--- src/rtl/extirq_led_pkg.sv ---
package extirq_led_pkg;

  typedef struct packed {
    logic irq_mode;   // bit 2: pad acts as interrupt input
    logic edge_only;  // bit 1: 1 = falling edge only, 0 = edge plus low level
    logic led_on;     // bit 0: LED pulldown request
  } pin_cfg_t;

  localparam int CFG_W = $bits(pin_cfg_t);

  // Pulldown is only allowed in LED mode.
  function automatic logic pulldown_on(input pin_cfg_t c);
    return (~c.irq_mode) & c.led_on;
  endfunction

  // Trigger condition for the request latch.
  function automatic logic trigger_hit(input logic mode, input logic edge_only,
                                       input logic fell, input logic lvl);
    return mode & (fell | (~edge_only & ~lvl));
  endfunction

endpackage

--- src/rtl/extirq_sync.sv ---
module extirq_sync #(
  parameter int STAGES    = 2,
  parameter bit RESET_VAL = 1'b1
) (
  input  logic clk,
  input  logic rst_n,
  input  logic d_async,
  output logic q_sync
);
  logic [STAGES-1:0] chain;

  genvar g;
  generate
    for (g = 0; g < STAGES; g++) begin : g_stage
      if (g == 0) begin : g_first
        always_ff @(posedge clk or negedge rst_n)
          if (!rst_n) chain[0] <= RESET_VAL;
          else        chain[0] <= d_async;
      end else begin : g_next
        always_ff @(posedge clk or negedge rst_n)
          if (!rst_n) chain[g] <= RESET_VAL;
          else        chain[g] <= chain[g-1];
      end
    end
  endgenerate

  assign q_sync = chain[STAGES-1];
endmodule

--- src/rtl/extirq_latch.sv ---
module extirq_latch
  import extirq_led_pkg::*;
(
  input  logic clk,
  input  logic rst_n,
  input  logic lvl_sync,
  input  logic mode,
  input  logic edge_only,
  input  logic ack,
  output logic fall_evt,
  output logic trig,
  output logic pending
);
  logic lvl_prev;

  always_ff @(posedge clk or negedge rst_n)
    if (!rst_n) lvl_prev <= 1'b1;
    else        lvl_prev <= lvl_sync;

  assign fall_evt = lvl_prev & ~lvl_sync;
  assign trig     = trigger_hit(mode, edge_only, fall_evt, lvl_sync);

  always_ff @(posedge clk or negedge rst_n)
    if (!rst_n) pending <= 1'b0;
    else        pending <= (pending & ~ack) | trig;

  // acknowledge without trigger empties the latch
  a_r7_ack_clears: assert property (@(posedge clk) disable iff (!rst_n)
    (ack && !trig) |=> !pending);
  // disabled block never fills the latch
  a_r10_disabled_no_set: assert property (@(posedge clk) disable iff (!rst_n)
    (!pending && !mode) |=> !pending);
  // synchronised falling edge in interrupt mode fills the latch
  a_r4_fall_sets: assert property (@(posedge clk) disable iff (!rst_n)
    (mode && $fell(lvl_sync)) |=> pending);
endmodule

--- src/rtl/extirq_led_pin.sv ---
module extirq_led_pin
  import extirq_led_pkg::*;
#(
  parameter int SYNC_STAGES = 2
) (
  input  logic             clk,
  input  logic             rst_n,
  input  logic             cfg_we,
  input  logic [CFG_W-1:0] cfg_wdata,
  output logic [CFG_W-1:0] cfg_q,
  input  logic             pad_in,
  output logic             pad_pull_low,
  input  logic             cpu_imask,
  input  logic             vector_ack,
  output logic             irq_pending,
  output logic             irq_to_cpu,
  output logic             pin_level
);
  pin_cfg_t cfg;
  logic     lvl_sync;
  logic     fall_evt;
  logic     trig;

  always_ff @(posedge clk or negedge rst_n)
    if (!rst_n)      cfg <= '0;
    else if (cfg_we) cfg <= pin_cfg_t'(cfg_wdata);

  extirq_sync #(.STAGES(SYNC_STAGES), .RESET_VAL(1'b1)) i_sync (
    .clk     (clk),
    .rst_n   (rst_n),
    .d_async (pad_in),
    .q_sync  (lvl_sync)
  );

  extirq_latch i_latch (
    .clk       (clk),
    .rst_n     (rst_n),
    .lvl_sync  (lvl_sync),
    .mode      (cfg.irq_mode),
    .edge_only (cfg.edge_only),
    .ack       (vector_ack),
    .fall_evt  (fall_evt),
    .trig      (trig),
    .pending   (irq_pending)
  );

  assign cfg_q        = cfg;
  assign pad_pull_low = pulldown_on(cfg);
  assign irq_to_cpu   = irq_pending & cfg.irq_mode & ~cpu_imask;
  assign pin_level    = lvl_sync;

  // never drive the pad in interrupt mode
  a_r2_no_drive_irq_mode: assert property (@(posedge clk) disable iff (!rst_n)
    cfg.irq_mode |-> !pad_pull_low);
  // mask or disabled mode blocks the CPU request
  a_r9_mask_blocks: assert property (@(posedge clk) disable iff (!rst_n)
    (cpu_imask || !cfg.irq_mode) |-> !irq_to_cpu);
  // request only with a filled latch
  a_r9_needs_pending: assert property (@(posedge clk) disable iff (!rst_n)
    irq_to_cpu |-> irq_pending);
endmodule

--- config.mk ---
export PLATFORM = sky130hd
export DESIGN_NAME = extirq_led_pin
export DESIGN_NICKNAME = d
export VERILOG_FILES = /design/src/rtl/extirq_led_pkg.sv /design/src/rtl/extirq_sync.sv /design/src/rtl/extirq_latch.sv /design/src/rtl/extirq_led_pin.sv
export SDC_FILE = /design/constraint.sdc
export NUM_CORES = 1
export LEC_CHECK = 0
export BUFFER_PORTS_ARGS = -buffer_cell sky130_fd_sc_hd__buf_2
export CAP_MARGIN = 20
export CORE_AREA = 4 4 41 43
export DETAILED_ROUTE_END_ITERATION = 10
export DIE_AREA = 0 0 45 47
export GPL_TIMING_DRIVEN = 0
export SLEW_MARGIN = 20
export SYNTH_ARGS = -nofsm -noshare
export SYNTH_HDL_FRONTEND = slang
export SYNTH_SLANG_ARGS = --single-unit
--- constraint.sdc ---
create_clock -name clk -period 0.9 [get_ports clk]
set_clock_uncertainty 0.15 [all_clocks]
set_input_delay 0.18 -clock clk [delete_from_list [all_inputs] [get_ports clk]]
set_output_delay 0.18 -clock clk [all_outputs]
set_load 0.01 [all_outputs]
Yosys cells after proc, flatten, opt, wreduce, memory -nomap -nowiden
Cells that the tools add are included.
{"block": "totals", "regBits": 7, "in_bits": 9, "wordCells": 21}
{"block": "classes", "bitwise_logic": 14}
{"operator": "AND 1 bit", "count": 7}
{"operator": "inverter 1 bit", "count": 5}
{"operator": "bitwise OR 1 bit", "count": 2}

Depth between registers and ports, before layout
Gate-level depths: netlist of run 1.
{"block": "depth", "word_depth": 5, "mapped_depth": 2, "depth_no_buf": 2}

Modules after synthesis
Synthesis of run 1 repeated with hierarchy kept, for this count alone.
{"block": "hier_totals", "cells_unflattened": 18, "hier_area_um2": 276.5}
{"mod": "extirq_led_pin", "seq_area_each_um2": 75.1, "cells_per_inst": 8, "n_inst": 1, "area_per_inst_um2": 123.9}
{"mod": "extirq_latch", "seq_area_each_um2": 51.3, "cells_per_inst": 8, "n_inst": 1, "area_per_inst_um2": 100.1}
{"mod": "extirq_sync", "seq_area_each_um2": 52.6, "cells_per_inst": 2, "n_inst": 1, "area_per_inst_um2": 52.6}

Worst setup path after synthesis of run 1
Ideal clock, no wire load.
{"block": "synth_path", "kind": "register to output", "startpoint": "reg i_latch.pending", "endpoint": "out irq_to_cpu", "arrival_time_ps": 754, "slack_ps": -184, "n_path_buf": 0, "path_stages_with_launch": 3, "cell_sequence": "dfrtp_1 > inv_1 > nor3_1"}
{"block": "synth_between", "elab_chain_len": 2}
{"item": "start: declaration", "line_no": "extirq_latch.sv:12", "source": "output logic pending"}
{"item": "start signal: assignment", "line_no": "extirq_latch.sv:25", "source": "else pending <= (pending & ~ack) | trig;"}
{"item": "AND 1 bit (2 in series)", "line_no": "extirq_led_pin.sv:49", "source": "assign irq_to_cpu = irq_pending & cfg.irq_mode & ~cpu_imask;"}
{"item": "end: declaration", "line_no": "extirq_led_pin.sv:16", "source": "output logic irq_to_cpu,"}
Every way passes these cells.

Final worst setup path of run 1
{"block": "layout_path", "startpoint": "reg cfg, in the netlist cfg_q[2]", "endpoint": "out irq_to_cpu"}
{"block": "layout_between", "elab_chain_len": 2}
{"item": "start: declaration", "line_no": "extirq_led_pin.sv:19", "source": "pin_cfg_t cfg;"}
{"item": "start signal: assignment", "line_no": "extirq_led_pin.sv:26", "source": "else if (cfg_we) cfg <= pin_cfg_t'(cfg_wdata);"}
{"item": "AND 1 bit (2 in series)", "line_no": "extirq_led_pin.sv:49"}
Every way passes these cells.

==> flow_metrics.env, run 1 <==
export IMPL_syn_inst=19
export IMPL_slew_headroom=0.869
export IMPL_cp_buffers_inverters=2
export IMPL_p_leak_nw=0.240
export IMPL_maxCapViolCount=0
export IMPL_floorplan_initialDensity=0.211
export IMPL_violations="negative hold slack, negative setup slack"
export IMPL_viasPerCell=3.78
export IMPL_rsz0062_at_grt="yes"
export IMPL_yosysWarnings=0
export IMPL_powerDensity_mw_per_mm2=1700
export IMPL_dpl_hpwl_microns=455
export IMPL_portBuffers=15
export IMPL_fin_util=0.368
export IMPL_final_common_cell="buf_2"
export IMPL_crit_family="flip-flops"
export IMPL_stdcell_area_sq_um=479
export IMPL_crit_path_start_kind="flop"
export IMPL_fin_hold_ws_ns=-0.0114
export IMPL_antenna_found_initial=0
export IMPL_wire_per_inst_microns=10.6
export IMPL_finalCriticalPeriod_ns=1.31
export IMPL_die_area_sq_mm=0.00212
export IMPL_synth_top_area_share=0.365
export IMPL_ctsHoldBuffers=2
export IMPL_status="finished with violations"
export IMPL_core_sq_mm=0.00130
export IMPL_final_layout_size_suffix_gt1_frac=0.750
export IMPL_diodes=0
export IMPL_tightestPinTransition_ns=0.197
export IMPL_synth_nets=28
export IMPL_grt_pass1_wl_mm=1.16
export IMPL_mostFrequentLayoutCells="buf_2 (12), buf_6 (6), dfrtp_1 (4)"
export IMPL_critPathCaptureType="output pin"
export IMPL_drtIter0Drc=0
export IMPL_cts_tree="built"
export IMPL_clkLatencyLatePin_ns=0.24
export IMPL_grt_pass1_vias=282
export IMPL_cts_buffer_depth=2
export IMPL_dieHeight_microns=47
export IMPL_clk_pin_slew_ns=0.05
export IMPL_grt_overflow_total=0
export IMPL_area_growth_pct=74.9
export IMPL_avgSynthCellArea_sq_um=14.4
export IMPL_slowest_stage="dfrtp_1"
export IMPL_synth_cell_type_count=11
export IMPL_gp_congestion=0.634
export IMPL_drt_pass1_iter_count=1
export IMPL_fin_ws_ns=-0.409
export IMPL_fmax_mhz=764
export IMPL_cts_buffers=3
export IMPL_grt_max_degree=8
export IMPL_drc=0
export IMPL_pin_count=16
export IMPL_slowest_delay_ns=0.39
export IMPL_peakVddDrop_v=0.000749
export IMPL_r2r_setup_slack_ns=-0.18
export IMPL_num_rows=13
export IMPL_path_cells="inv_2 > nor3_2 > buf_2"
export IMPL_cts_sinks=7
export IMPL_fin_nets=54
export IMPL_die_x_microns=45
export IMPL_finalSetupViolations=11
export IMPL_critPathKind="reg -> out"
export IMPL_placed_area_sq_um=373
export IMPL_path_max_fanout=3
export IMPL_ant_nets=0
export IMPL_htreeDepth=1
export IMPL_yosysTopAreaCell="dfrtp_1"
export IMPL_grtUsageTotal=0.0805
export IMPL_required_ns=0.57
export IMPL_cp_data_arrival_time_ns=0.98
export IMPL_hold_viol_final=2
export IMPL_final_max_slew_viol_count=0
export IMPL_hold_class="in -> reg"
export IMPL_synthTopCellsByArea="dfrtp_1 (37%), dfstp_2 (29%), mux2_4 (11%)"
export IMPL_vias=223
export IMPL_yosysSeqAreaShare=0.653
export IMPL_root_buffer="clkbuf_4"
export IMPL_wirelength_microns=628
export IMPL_syn_cell_area_sq_um=274
export IMPL_synth_seq_cells=7
export IMPL_fin_crit_sh=1.45
-- final cells by class --
class	count	area [sq um]
timing repair buffer	21	151
clock buffer	4	26.3
multi-input combinational	8	77.6
sequential	7	179
tap	15	18.8
buffer	2	18.8
inverter	2	7.51
fill	141	822
-- report_power, final --
part / switching, W / internal (W)
sequential: 0.0000184 / 0.000346
clock: 0.000103 / 0.000168
combinational: 0.0000670 / 0.000112
total: 0.000189 / 0.000626
-- state kept, by name (all words and copies together), names as in the netlist --
signal and flops:
cfg_q 3, i_latch.lvl_prev 1, i_latch.pending 1, i_sync.chain 1
i_sync.q_sync 1
-- synthesized netlist by cell type, drive strengths merged --
| master | n |
|---|---|
| inv | 2 |
| nor3 | 1 |
| buf | 2 |
| dfrtp | 4 |
| nand2 | 1 |
| o21ai | 1 |
| mux2 | 2 |
| nor2b | 2 |
| o32ai | 1 |
| dfstp | 3 |
-- worst paths after layout --
| path | startpoint | cells after the start | endpoint |
|---|---|---|---|
| worst min register to register | i_sync.chain[0]$_DFF_PN1_ | 0 | i_sync.q_sync$_DFF_PN1_ |
| worst max register to register | cfg_q[1]$_DFFE_PN0P_ | 3 | i_latch.pending$_DFF_PN0_ |
| max in group asynchronous | rst_n | 2 | i_sync.q_sync$_DFF_PN1_ |
| worst min-delay path | vector_ack | 2 | i_latch.pending$_DFF_PN0_ |
| min in group asynchronous | rst_n | 2 | cfg_q[0]$_DFFE_PN0P_ |
| worst max-delay path | cfg_q[2]$_DFFE_PN0P_ | 3 | irq_to_cpu |
-- layer usage --
metal  GRT usage  vias up  share of wire  wire length [microns]
met5           0        -              0                      0
met4      0.0526        0              0                      0
met3      0.0421        0           0.13                     80
met2       0.116       16           0.39                    248
met1      0.0932       96           0.48                    299
li1            -      111              -                      -
-- metrics by stage --
step	setup slack, ns	power, W	setup TNS (ns)	hold WS (ns)	std cells
final	-0.409	0.000815	-2.58	-0.0114	59
after global routing	-0.464	0.000877	-2.96	-0.0196	59
after CTS	-0.400	0.000827	-2.53	-0.0214	58
after detailed placement	-0.147	0.000494	-0.599	-0.127	49
after global placement	-0.140	0.000490	-0.536	-0.134	49
after floorplan	-0.0484	0.000433	-0.173	-0.266	19
-- what timing repair did --
item	4_1_cts	5_1_grt
setup endpoints to repair	10	11
endpoints found under the hold margin	10	2
resized for setup	6	1
setup buffers	3	1
-- kinds of logic after synthesis --
| kind of cell | Yosys count | share of synthesized area |
|---|---|---|
| buf+inv | 4 | 0.0821 |
| compound gates | 2 | 0.0776 |
| flops | 7 | 0.653 |
| mux | 2 | 0.110 |
| simple gates | 4 | 0.0776 |
(Power assumes the default switching activity.)
==> run 2: changes to the inputs <==
TNS_END_PERCENT = 5   (was default)
==> run 2 against run 1 <==
The flow still finishes with violations (negative hold slack, negative setup slack); non-clock buffer count decreased by 3; sequential power is essentially flat; final area fell by 9.7%; global-route usage is 0.56 points lower; largest power group unchanged.
==> flow_metrics.env, run 2 (same netlist as run 1, synthesis figures left out) <==
export IMPL_clk_pin_slew_ns=0.05
export IMPL_critPathCaptureType="output pin"
export IMPL_grtUsageTotal=0.0749
export IMPL_pin_count=16
export IMPL_num_rows=13
export IMPL_dp_cells=49
export IMPL_portBuffers=15
export IMPL_required_ns=0.57
export IMPL_fin_crit_sh=1.43
export IMPL_cts_buffers=3
export IMPL_drc=0
export IMPL_core_sq_mm=0.00130
export IMPL_ant_nets=0
export IMPL_diodes=0
export IMPL_fin_hold_ws_ns=-0.0143
export IMPL_seq_area_sq_um=179
export IMPL_fin_ws_ns=-0.384
export IMPL_final_max_slew_viol_count=0
export IMPL_path_max_fanout=3
export IMPL_violations="negative hold slack, negative setup slack"
export IMPL_hold_class="in -> reg"
export IMPL_crit_path_start_kind="flop"
export IMPL_viasPerCell=3.79
export IMPL_grt_pass1_wl_mm=1.08
export IMPL_fin_util=0.333
export IMPL_finalSetupTns_ns=-2.29
export IMPL_root_buffer="clkbuf_4"
export IMPL_drt_pass1_iter_count=4
export IMPL_fmax_mhz=779
export IMPL_maxCapViolCount=0
export IMPL_timing_rr_start="i_latch.lvl_prev$_DFF_PN1_"
export IMPL_die_area_sq_mm=0.00212
export IMPL_fin_nets=51
export IMPL_tightestPinTransition_ns=0.196
export IMPL_slew_headroom=0.869
export IMPL_finalCriticalPeriod_ns=1.28
export IMPL_cts_sinks=7
export IMPL_critPathKind="reg -> out"
export IMPL_grt_overflow_total=0
export IMPL_finalSetupViolations=11
export IMPL_startpoint="cfg_q[2]$_DFFE_PN0P_"
export IMPL_peakVddDrop_v=0.000738
export IMPL_final_cells=56
export IMPL_clkLatencyLatePin_ns=0.24
export IMPL_dieHeight_microns=47
export IMPL_p_leak_nw=0.218
export IMPL_vias=212
export IMPL_largest_reg_flops=3
export IMPL_drtIter0Drc=2
export IMPL_antenna_found_initial=0
export IMPL_grt_pass1_vias=254
export IMPL_rsz0062_at_grt="yes"
export IMPL_wire_per_inst_microns=10.4
export IMPL_cp_data_arrival_time_ns=0.95
export IMPL_grt_max_degree=8
export IMPL_final_layout_size_suffix_gt1_frac=0.732
export IMPL_fillers=139
export IMPL_mostFrequentLayoutCells="buf_2 (14), dfrtp_1 (4), buf_4 (3), clkbuf_4 (3), dfstp_2 (3)"
export IMPL_floorplan_initialDensity=0.211
export IMPL_status="finished with violations"
export IMPL_die_x_microns=45
export IMPL_area_growth_pct=58.0
export IMPL_dpl_hpwl_microns=455
export IMPL_hold_viol_final=2
export IMPL_gp_congestion=0.634
export IMPL_cts_tree="built"
export IMPL_ctsHoldBuffers=2
export IMPL_cts_buffer_depth=2
export IMPL_multi_input_area_sq_um=77.6
export IMPL_post_place_ws_ns=-0.147
export IMPL_powerDensity_mw_per_mm2=1790
export IMPL_wirelength_microns=583
export IMPL_min_from="vector_ack"
export IMPL_htreeDepth=1
export IMPL_final_common_cell="buf_2"
-- run 2: cell count changes in the layout (fill, tap and decap cells not counted), sizes merged --
cell and delta:
buf -3
-- run 2: through the flow --
step | instance area, sq um | power, W
6_report | 433 | 0.000776
5_1_grt | 433 | 0.000836
4_1_cts | 433 | 0.000798
3_5_place_dp | 373 | 0.000494
3_3_place_gp | 373 | 0.000490
2_1_floorplan | 279 | 0.000433
-- run 2: what timing repair did --
item                       CTS  global route
hold endpoints to repair    10             2
pin swaps                    1             1
resized for setup            2             0
setup endpoints to repair   10            11
setup buffers                1             0
-- run 2: layer usage --
metal	global-route usage	routed length, microns	up-vias
met5	0	0	-
met1	0.0886	273	92
met3	0.0383	79	0
met4	0.0526	0	0
met2	0.105	229	16
li1	-	-	104
-- run 2: final timing paths --
check,endpoint,slack [ns],cells past startpoint
max,irq_to_cpu,-0.38,3
min,i_latch.pending$_DFF_PN0_,-0.01,2
max reg2reg,i_latch.pending$_DFF_PN0_,-0.14,2
min reg2reg,i_sync.q_sync$_DFF_PN1_,0.20,0
max in group asynchronous,i_sync.q_sync$_DFF_PN1_,0.23,2
min in group asynchronous,cfg_q[0]$_DFFE_PN0P_,0.15,2
-- run 2: layout make-up --
| class | count | area share |
|---|---|---|
| buffer | 2 | 0.0347 |
| clock buffer | 4 | 0.0607 |
| inverter | 2 | 0.0173 |
| multi-input combinational | 8 | 0.179 |
| sequential | 7 | 0.413 |
| tap | 15 | 0.0434 |
| timing repair buffer | 18 | 0.251 |
-- run 2: report_power, final --
group	total, W	internal, W	switching [W]
sequential	0.000364	0.000346	0.0000174
clock	0.000272	0.000168	0.000104
combinational	0.000140	0.0000804	0.0000593
-- run 2: worst max-delay path, cell delays in order (launching register included) --
cell and delay [ns]:
dfrtp_1 0.38, inv_2 0.06, nor3_2 0.13, buf_2 0.14
==> run 3: changes to the inputs <==
ABC_AREA = 1   (was default)
==> run 3 against run 2 <==
The flow still finishes with violations (negative hold slack, negative setup slack); sequential cell count unchanged; via count increased by 12%; setup slack improved by 0.048 ns; clock power about the same.
==> flow_metrics.env, run 3 <==
export IMPL_synth_ff_type="dfrtp_1"
export IMPL_synth_nets=37
export IMPL_async_reset_ff_frac=1.00
export IMPL_path_max_fanout=4
export IMPL_grtUsageTotal=0.0645
export IMPL_p_leak_nw=0.236
export IMPL_worst_r2r_path_depth=5
export IMPL_fin_hold_ws_ns=-0.0129
export IMPL_fin_crit_sh=1.37
export IMPL_syn_cell_area_sq_um=272
export IMPL_area_growth_pct=59.9
export IMPL_diodes=0
export IMPL_viasPerCell=3.65
export IMPL_die_x_microns=45
export IMPL_clkLatencyLatePin_ns=0.24
export IMPL_crit_path_start_kind="flop"
export IMPL_maxCapViolCount=0
export IMPL_fmax_mhz=809
export IMPL_crit_path_end="irq_to_cpu"
export IMPL_fin_nets=60
export IMPL_grt_max_degree=8
export IMPL_final_layout_size_suffix_gt1_frac=0.540
export IMPL_antenna_found_initial=0
export IMPL_avgSynthCellArea_sq_um=9.70
export IMPL_dp_cells=58
export IMPL_fin_ws_ns=-0.337
export IMPL_ctsHoldBuffers=2
export IMPL_powerDensity_mw_per_mm2=1750
export IMPL_clk_pin_slew_ns=0.05
export IMPL_critPathCaptureType="output pin"
export IMPL_tightestPinTransition_ns=0.156
export IMPL_drtIter0Drc=0
export IMPL_yosysWarnings=0
export IMPL_synth_seq_cells=7
export IMPL_drt_pass1_iter_count=1
export IMPL_floorplan_initialDensity=0.209
export IMPL_core_sq_mm=0.00130
export IMPL_fillers=150
export IMPL_cts_buffer_depth=2
export IMPL_cts_buffers=3
export IMPL_final_max_slew_viol_count=0
export IMPL_synth_top_area_share=0.369
export IMPL_grt_pass1_vias=207
export IMPL_yosysSeqAreaShare=0.659
export IMPL_pin_count=16
export IMPL_num_rows=13
export IMPL_cts_tree="built"
export IMPL_wire_per_inst_microns=7.97
export IMPL_hold_class="in -> reg"
export IMPL_synth_edf_count=0
export IMPL_final_common_cell="buf_2"
export IMPL_cp_data_arrival_time_ns=0.91
export IMPL_rsz0062_at_grt="yes"
export IMPL_fin_util=0.334
export IMPL_largest_reg_flops=3
export IMPL_vias=237
export IMPL_critPathKind="reg -> out"
export IMPL_timing_rr_start="cfg_q[2]$_DFFE_PN0P_"
export IMPL_ant_nets=0
export IMPL_grt_overflow_total=0
export IMPL_yosysTopAreaCell="dfrtp_1"
export IMPL_rr_endpoint="i_latch.pending$_DFF_PN0_"
export IMPL_hold_depth=3
export IMPL_die_area_sq_mm=0.00212
export IMPL_gp_congestion=0.657
export IMPL_finalCriticalPeriod_ns=1.24
export IMPL_synthTopCellsByArea="dfrtp_1 (37%), dfstp_2 (29%), nand2_1 (11%)"
export IMPL_root_buffer="clkbuf_4"
export IMPL_dpl_hpwl_microns=405
export IMPL_finalSetupViolations=9
export IMPL_dr_wl_met2_microns=238
export IMPL_mostFrequentLayoutCells="buf_2 (13), nand2_1 (8), inv_1 (4), dfrtp_1 (4)"
export IMPL_startpoint="cfg_q[2]$_DFFE_PN0P_"
export IMPL_portBuffers=15
export IMPL_peakVddDrop_v=0.000584
export IMPL_ys_top_cells_by_count="nand2_1 (8), dfrtp_1 (4), inv_1 (4), dfstp_2 (3)"
export IMPL_grt_pass1_wl_microns=855
export IMPL_dieHeight_microns=47
export IMPL_slew_headroom=0.896
export IMPL_hold_viol_final=2
export IMPL_wirelength_microns=518
export IMPL_violations="negative hold slack, negative setup slack"
export IMPL_required_ns=0.57
export IMPL_status="finished with violations"
export IMPL_synth_cell_type_count=10
export IMPL_finalSetupTns_ns=-2.12
export IMPL_r2r_setup_slack_ns=-0.08
export IMPL_dr_wl_met3_microns=70
export IMPL_cts_sinks=7
export IMPL_htreeDepth=1
export IMPL_drc=0
export IMPL_synth_most_common_cell="nand2_1"
export IMPL_final_cells=65
export IMPL_top_layer_used="met3"
export IMPL_wl_met1_microns=209
export IMPL_syn_inst=28
==> run 3: changes by cell type in the layout (fill, tap and decap cells not counted), sizes merged, moves of 2 or more <==
cell,before,now
mux2,2,0
nor2b,2,0
o21ai,1,3
inv,2,5
nor2,0,3
nand2,1,8
==> run 3: routing by layer <==
metal | GRT usage | vias to the layer above
li1 | - | 128
met3 | 0.0575 | 0
met1 | 0.0699 | 97
met4 | 0.0526 | 0
met5 | 0 | -
met2 | 0.0763 | 12
==> run 3: what timing repair did <==
action                     in CTS  in global routing
buffers inserted                1                  0
gates resized for setup         2                  0
pin swaps                       0                  2
hold endpoints to repair       11                  2
setup endpoints to repair       8                  9
==> run 3: layout make-up <==
class / count / area, sq um / share of cell area
buffer: 2 / 15.0 / 0.0346
clock buffer: 4 / 26.3 / 0.0605
inverter: 5 / 18.8 / 0.0432
multi-input combinational: 14 / 61.3 / 0.141
sequential: 7 / 179 / 0.412
tap: 15 / 18.8 / 0.0432
timing repair buffer: 18 / 115 / 0.265
==> run 3: metrics by stage <==
stage | power (W) | hold WS [ns] | area, sq um | setup WS (ns)
after floorplan | 0.000416 | -0.266 | 274 | -0.0273
after global placement | 0.000471 | -0.134 | 368 | -0.0937
after detailed placement | 0.000473 | -0.130 | 368 | -0.0943
after CTS | 0.000784 | -0.0203 | 434 | -0.352
after global routing | 0.000824 | -0.0214 | 434 | -0.408
final | 0.000761 | -0.0129 | 434 | -0.337
==> run 3: where the power goes <==
part / switching [W] / internal [W]
Sequential: 0.0000170 / 0.000345
Combinational: 0.0000554 / 0.0000690
Clock: 0.000106 / 0.000169
Total: 0.000178 / 0.000583
==> run 3: critical path, stage by stage, from the launching register on <==
cell and delay [ns]:
dfrtp_1 0.39, nand2_1 0.08, nor2_2 0.07, buf_2 0.12
==> run 3: how the worst min path moves through the flow <==
stage                  from                   end
4_1_cts        cfg_wdata[0]  cfg_q[0]$_DFFE_PN0P_
3_5_place_dp          rst_n  cfg_q[1]$_DFFE_PN0P_
6_report       cfg_wdata[0]  cfg_q[0]$_DFFE_PN0P_
3_3_place_gp          rst_n  cfg_q[1]$_DFFE_PN0P_
2_1_floorplan         rst_n  cfg_q[0]$_DFFE_PN0P_
5_1_grt        cfg_wdata[1]  cfg_q[1]$_DFFE_PN0P_
==> run 3: cells by family after synthesis <==
family | count (synthesis) | share of synthesized area
flops | 7 | 0.659
compound gates | 3 | 0.0553
simple gates | 11 | 0.161
buf+inv | 7 | 0.124
